**config.mk**
```make
export PLATFORM = sky130hd
export DESIGN_NAME = long_branch_combiner
export DESIGN_NICKNAME = d
export VERILOG_FILES = /design/src/rtl/lbc_pkg.sv /design/src/rtl/lbc_decode.sv /design/src/rtl/lbc_pair_track.sv /design/src/rtl/lbc_target.sv /design/src/rtl/long_branch_combiner.sv
export SDC_FILE = /design/constraint.sdc
export NUM_CORES = 1
export LEC_CHECK = 0
export ABC_AREA = 1
export BUFFER_PORTS_ARGS = -buffer_cell sky130_fd_sc_hd__buf_2
export CORE_ASPECT_RATIO = 1.4
export CORE_MARGIN = 4
export CORE_UTILIZATION = 45
export DETAILED_ROUTE_END_ITERATION = 7
export HOLD_SLACK_MARGIN = 0.08
export PLACE_DENSITY_LB_ADDON = 0.1
export SYNTH_ARGS = -nofsm -noshare
export SYNTH_HDL_FRONTEND = slang
export SYNTH_HIERARCHICAL = 1
export SYNTH_SLANG_ARGS = --single-unit
```
**constraint.sdc**
```tcl
create_clock -name clk -period 8.7 [get_ports clk]
set_clock_uncertainty 0.2 [all_clocks]
set_input_delay 1.305 -clock clk [delete_from_list [all_inputs] [get_ports clk]]
set_output_delay 1.305 -clock clk [all_outputs]
set_load 0.01 [all_outputs]
```
**src/rtl/lbc_pkg.sv**
```systemverilog
package lbc_pkg;

   // Which member of the long-branch family a halfword is
   typedef enum logic [1:0] {
      FORM_OTHER     = 2'd0,
      FORM_HEAD      = 2'd1,
      FORM_TAIL_KEEP = 2'd2,
      FORM_TAIL_SWAP = 2'd3
   } lbc_form_e;

   // Opcode marking the family in the top three bits
   localparam logic [2:0] LBC_OPC = 3'b111;

   // Codes of the two-bit selector field
   localparam logic [1:0] SEL_HEAD = 2'b10;
   localparam logic [1:0] SEL_KEEP = 2'b11;
   localparam logic [1:0] SEL_SWAP = 2'b01;

endpackage

```
**src/rtl/lbc_decode.sv**
```systemverilog
module lbc_decode
   import lbc_pkg::*;
#(
   parameter int HW_W  = 16,
   parameter int OFF_W = 11
) (
   input  logic [HW_W-1:0]  hw,
   output lbc_form_e        form,
   output logic [OFF_W-1:0] off
);

   localparam int SEL_LO = OFF_W;
   localparam int SEL_HI = OFF_W + 1;
   localparam int OPC_LO = OFF_W + 2;

   generate
      if (HW_W != OFF_W + 5) begin : g_bad_width
         $error("lbc_decode: HW_W must equal OFF_W + 5");
      end
   endgenerate

   always_comb begin
      off  = hw[OFF_W-1:0];
      form = FORM_OTHER;
      if (hw[HW_W-1:OPC_LO] == LBC_OPC) begin
         case (hw[SEL_HI:SEL_LO])
            SEL_HEAD: form = FORM_HEAD;
            SEL_KEEP: form = FORM_TAIL_KEEP;
            SEL_SWAP: form = FORM_TAIL_SWAP;
            default:  form = FORM_OTHER;
         endcase
      end
   end

endmodule

```
**src/rtl/lbc_pair_track.sv**
```systemverilog
module lbc_pair_track
   import lbc_pkg::*;
#(
   parameter int ADDR_W    = 32,
   parameter bit CHECK_ADJ = 1'b1
) (
   input  logic              clk,
   input  logic              rst_n,
   input  logic              valid,
   input  lbc_form_e         form,
   input  logic [ADDR_W-1:0] pc,
   output logic              paired,
   output logic              err
);

   logic pend_q;
   logic adj;

   generate
      if (CHECK_ADJ) begin : g_adj
         logic [ADDR_W-1:0] head_pc_q;
         always_ff @(posedge clk or negedge rst_n) begin
            if (!rst_n)
               head_pc_q <= '0;
            else if (valid && form == FORM_HEAD)
               head_pc_q <= pc;
         end
         assign adj = (pc == head_pc_q + ADDR_W'(2));
      end else begin : g_no_adj
         assign adj = 1'b1;
      end
   endgenerate

   // Any valid halfword consumes the pending head; only a head sets it
   always_ff @(posedge clk or negedge rst_n) begin
      if (!rst_n)
         pend_q <= 1'b0;
      else if (valid)
         pend_q <= (form == FORM_HEAD);
   end

   assign paired = pend_q && adj;

   always_comb begin
      err = 1'b0;
      if (valid) begin
         case (form)
            FORM_HEAD:  err = pend_q;
            FORM_OTHER: err = pend_q;
            default:    err = !paired;
         endcase
      end
   end

endmodule

```
**src/rtl/lbc_target.sv**
```systemverilog
module lbc_target #(
   parameter int ADDR_W     = 32,
   parameter int OFF_W      = 11,
   parameter int HEAD_SHIFT = 12
) (
   input  logic [ADDR_W-1:0] pc,
   input  logic [ADDR_W-1:0] link_in,
   input  logic [OFF_W-1:0]  off,
   input  logic              swap,
   output logic [ADDR_W-1:0] head_link,
   output logic [ADDR_W-1:0] tail_target,
   output logic [ADDR_W-1:0] tail_link
);

   localparam int HEAD_EXT = ADDR_W - OFF_W - HEAD_SHIFT;
   localparam int TAIL_PAD = ADDR_W - OFF_W - 1;

   generate
      if (HEAD_SHIFT != OFF_W + 1) begin : g_bad_shift
         $error("lbc_target: HEAD_SHIFT must equal OFF_W + 1");
      end
      if (HEAD_EXT < 1) begin : g_bad_addr
         $error("lbc_target: ADDR_W too small for the combined offset");
      end
   endgenerate

   logic [ADDR_W-1:0] head_off;
   logic [ADDR_W-1:0] tail_off;
   logic [ADDR_W-1:0] sum;
   logic [ADDR_W-1:0] pc_next;

   assign head_off  = {{HEAD_EXT{off[OFF_W-1]}}, off, {HEAD_SHIFT{1'b0}}};
   assign tail_off  = {{TAIL_PAD{1'b0}}, off, 1'b0};
   assign head_link = pc + ADDR_W'(4) + head_off;
   assign sum       = link_in + tail_off;
   assign pc_next   = pc + ADDR_W'(2);
   assign tail_link = {pc_next[ADDR_W-1:1], 1'b1};

   always_comb begin
      if (swap)
         tail_target = {sum[ADDR_W-1:2], 2'b00};
      else
         tail_target = sum;
   end

endmodule

```
**src/rtl/long_branch_combiner.sv**
```systemverilog
module long_branch_combiner
   import lbc_pkg::*;
#(
   parameter int ADDR_W    = 32,
   parameter int HW_W      = 16,
   parameter int OFF_W     = 11,
   parameter bit CHECK_ADJ = 1'b1
) (
   input  logic              clk,
   input  logic              rst_n,
   input  logic              hw_valid,
   input  logic [HW_W-1:0]   hw_data,
   input  logic [ADDR_W-1:0] hw_pc,
   input  logic [ADDR_W-1:0] link_in,
   output logic              link_we,
   output logic [ADDR_W-1:0] link_wdata,
   output logic              redirect,
   output logic [ADDR_W-1:0] target,
   output logic              switch_state,
   output logic              undef_instr,
   output logic              pair_err
);

   localparam int HEAD_SHIFT = OFF_W + 1;

   lbc_form_e         form;
   logic [OFF_W-1:0]  off;
   logic              paired;
   logic              trk_err;
   logic              is_tail;
   logic              swap;
   logic              bad_swap;
   logic              take;
   logic [ADDR_W-1:0] head_link;
   logic [ADDR_W-1:0] tail_target;
   logic [ADDR_W-1:0] tail_link;

   lbc_decode #(
      .HW_W  (HW_W),
      .OFF_W (OFF_W)
   ) u_decode (
      .hw   (hw_data),
      .form (form),
      .off  (off)
   );

   lbc_pair_track #(
      .ADDR_W    (ADDR_W),
      .CHECK_ADJ (CHECK_ADJ)
   ) u_track (
      .clk    (clk),
      .rst_n  (rst_n),
      .valid  (hw_valid),
      .form   (form),
      .pc     (hw_pc),
      .paired (paired),
      .err    (trk_err)
   );

   lbc_target #(
      .ADDR_W     (ADDR_W),
      .OFF_W      (OFF_W),
      .HEAD_SHIFT (HEAD_SHIFT)
   ) u_target (
      .pc          (hw_pc),
      .link_in     (link_in),
      .off         (off),
      .swap        (swap),
      .head_link   (head_link),
      .tail_target (tail_target),
      .tail_link   (tail_link)
   );

   assign swap     = (form == FORM_TAIL_SWAP);
   assign is_tail  = (form == FORM_TAIL_KEEP) || swap;
   assign bad_swap = swap && off[0];
   assign take     = hw_valid && is_tail && paired && !bad_swap;

   always_comb begin
      link_we      = 1'b0;
      link_wdata   = '0;
      redirect     = 1'b0;
      target       = '0;
      switch_state = 1'b0;
      if (hw_valid && form == FORM_HEAD) begin
         link_we    = 1'b1;
         link_wdata = head_link;
      end else if (take) begin
         link_we      = 1'b1;
         link_wdata   = tail_link;
         redirect     = 1'b1;
         target       = tail_target;
         switch_state = swap;
      end
   end

   assign undef_instr = hw_valid && bad_swap;
   assign pair_err    = trk_err;

endmodule

```
==> metrics.md <==
| Metric | Value |
|---|---|
| Vias in the first global route | `8580` |
| RSZ-0062 raised after global routing | `no` |
| Htree depth | `2` |
| Post-CTS Setup Repair Bufs | `0` |
| Ys async rst share | `100%` |
| Critical path type | `primary input to output pin` |
| Synthesized cell area | `0.00775 mm^2` |
| Leakage | `5.11 nW` |
| Peak supply drop | `87.6 uV` |
| Post-synth top area cell | `nand2_1` |
| Max Cap Viol | `0` |
| Root buf cell | `clkbuf_16` |
| Cell area after layout | `slightly below 0.009 mm^2` |
| Synth warnings | `6` |
| Top-area cell type share of the netlist area | `24.2%` |
| CTS tree | `built` |
| Largest cells by area after synthesis | `nand2_1 (24%), inv_1 (11%), dfrtp_1 (11%), nor2_1 (8.4%), nand3_1 (8.3%)` |
| Ys flop type | `dfrtp_1` |
| WL final | `28400 um` |
| Most frequent cells after synthesis | `nand2_1 (500), inv_1 (233), nor2_1 (174)` |
| Netlist cell types | `41` |
| CP Launch Type | `primary input` |
| Setup TNS | `0 ns` |
| Syn-to-layout area delta | `12.3%` |
| DR vias | `9163` |
| Status | `completed` |
| Antenna-violating nets left | `0` |
| CTS Buf Count | `5` |
| Synthesized area per cell | `5.38 um^2` |
| Final Max Tran Viols | `0` |
| Die Footprint | `0.0194 mm^2` |
| Seq/Total Area, Yosys | `a little over a tenth` |
| GR Util All Layers | `between 20% and 30%` |
| Most frequent cell after synthesis | `nand2_1` |
| Post-cts sizing count | `0` |
| CTS Buffer Depth | `2` |
| Final Hold Fails | `0` |
| NumNets Final | `1680` |
| Diodes inserted | `0` |
| Critical Path RT | `7.19 ns` |
| Arr. time, crit path | `4.16 ns` |
| Pwr per Cell Area | `107 mW/mm^2` |
| Die width | `119 um` |
| DR WL/cell | `approximately 16 um` |
| Detailed placement HPWL | `23700 um` |
| Global placer's final weighted congestion | `0.961` |
| FP Rows | `56` |
| Hold Path Class | `flop to flop` |
| Clock sinks | `33` |
| CTS Hold Bufs | `0` |
| Least-Margin Pin Slew | `0.786 ns` |
| Router iterations before antenna repair | `6` |
| Ratio of cells with drive above 1 in the final layout | `13.6%` |
| Synth Net Count | `1561` |
| Die height | `roughly 160 um` |
| Fin crit period | `around 5.7 ns` |
| Clk_lat worst skew | `~0.29 ns` |
| CP endpoint kind | `output pin` |
| Initial DRC count | `655` |
| DRC | `0` |
| Dpl cell area | `0.00853 mm^2` |
| Initial antenna violation count | `0` |
| Relative slew slack | `a little under half` |
| Fin crit share | `65.1%` |
| Mapped Cells | `1441` |
| Fmax | `0.177 GHz` |
| Clk slew on worst S/H paths | `around 0.06 ns` |
| Wire length of the first global-routing pass | `44100 um` |
| Via density | `5.19` |
| Largest net degree at the start of global routing | `53` |
| Post-synth EDFFs | `0` |
| Ports | `approximately 150` |
| Core Region | `0.0168 mm^2` |
| Final setup vio count | `0` |
| Initial core utilization | `46.1%` |
| Total grt overflow | `0` |
| PortBufs | `151` |
| Worst-path maximum fanout | `35` |
| Seq cells post-synth | `33` |
==> kinds of logic (layout without fill, tap and decap cells) <==
group                      count (synthesis)  in the layout  share of synthesized area, %
DFF                                       33             33                          10.7
adders and majority gates                 37             37                          6.07
and+or+nand+nor                          947            947                          53.9
buffers and inverters                    275            395                          14.5
AOI/OAI and AO/OA                         54             54                          3.75
other                                      1              1                        0.0484
muxes                                     13             13                          1.89
xor gates and xnor gates                  81             81                          9.15
==> routing by layer <==
layer	part of all wire (%)	global-route usage, %	vias up
met5	0	0	-
met3	5.0	3.98	82
met2	49	50.8	312
met4	5.4	13.9	0
met1	41	33.4	4059
li1	-	-	4710
==> cell usage in the layout (no fill, tap or decap), drive strengths merged <==
cell type  Yosys  routed
inv          234     234
nor2         191     191
nand3        132     132
xnor2         20      20
fa             1       1
a21oi         20      20
nand2        510     510
and2           8       8
mux2          13      13
and3           1       1
clkbuf        15       5
nand4         56      56
ha            36      36
conb           1       1
nor3b          4       4
or2            4       4
o21bai         6       6
nor3          23      23
a21o           1       1
buf           26     153
nor4           1       1
o21a           1       1
nand3b        17      17
clkinv         0       1
bufinv         0       1
o21ai         26      26
dfrtp         33      33
xor2          61      61
clkinvlp       0       1
==> flip-flops by register name, indices dropped and copies added, names as in the netlist <==
register / count
u_track/g_adj.head_pc_q: 32
u_track/pend_q: 1
==> where the power goes <==
group	internal, mW	total, mW	switching [mW]
clock network	0.136	0.212	0.0763
registers	0.192	0.248	0.0555
logic	0.171	0.470	0.299
total	0.499	0.930	0.431
==> worst max-delay path, cell delays in order <==
cell,delay [ns]
buf_2,0.10
inv_1,0.04
ha_1,0.18
inv_1,0.04
o21ai_0,0.07
nor2_1,0.46
inv_2,0.42
nor2_4,0.72
nand2_4,0.39
nor2_1,0.21
buf_2,0.16
==> final timing paths <==
| path | from | end | slack (ns) | cells past startpoint |
|---|---|---|---|---|
| worst max-delay path | hw_data[11] | target[9] | 3.04 | 11 |
| worst min register to register | u_track/g_adj.head_pc_q[0] | u_track/g_adj.head_pc_q[0] | 0.32 | 2 |
| max in group asynchronous | rst_n | u_track/g_adj.head_pc_q[12] | 6.90 | 1 |
| min in group asynchronous | rst_n | u_track/g_adj.head_pc_q[19] | 0.89 | 1 |
| worst max register to register | u_track/pend_q | u_track/pend_q | 7.66 | 2 |
| worst min-delay path | u_track/g_adj.head_pc_q[0] | u_track/g_adj.head_pc_q[0] | 0.32 | 2 |
==> through the flow <==
step	setup slack [ns]	util (%)	hold WS [ns]	std cells	power, mW
5_1_grt	2.71	51.7	0.347	1764	1.01
2_1_floorplan	4.24	-	0.275	1441	0.570
6_report	3.04	51.7	0.320	1764	0.930
4_1_cts	3.06	51.7	0.325	1764	0.930
3_5_place_dp	3.07	50.7	0.314	1756	0.716
3_3_place_gp	3.20	50.7	0.297	1756	0.712
==> layout make-up <==
class	instances	area, um^2
Sequential cell	33	826
Tap cell	203	254
Multi-Input combinational cell	1133	5800
Clock inverter	3	46.3
Fill cell	1961	8120
Timing Repair Buffer	153	771
Inverter	234	878
Clock buffer	5	125
Power figures use the tool's default switching activity.
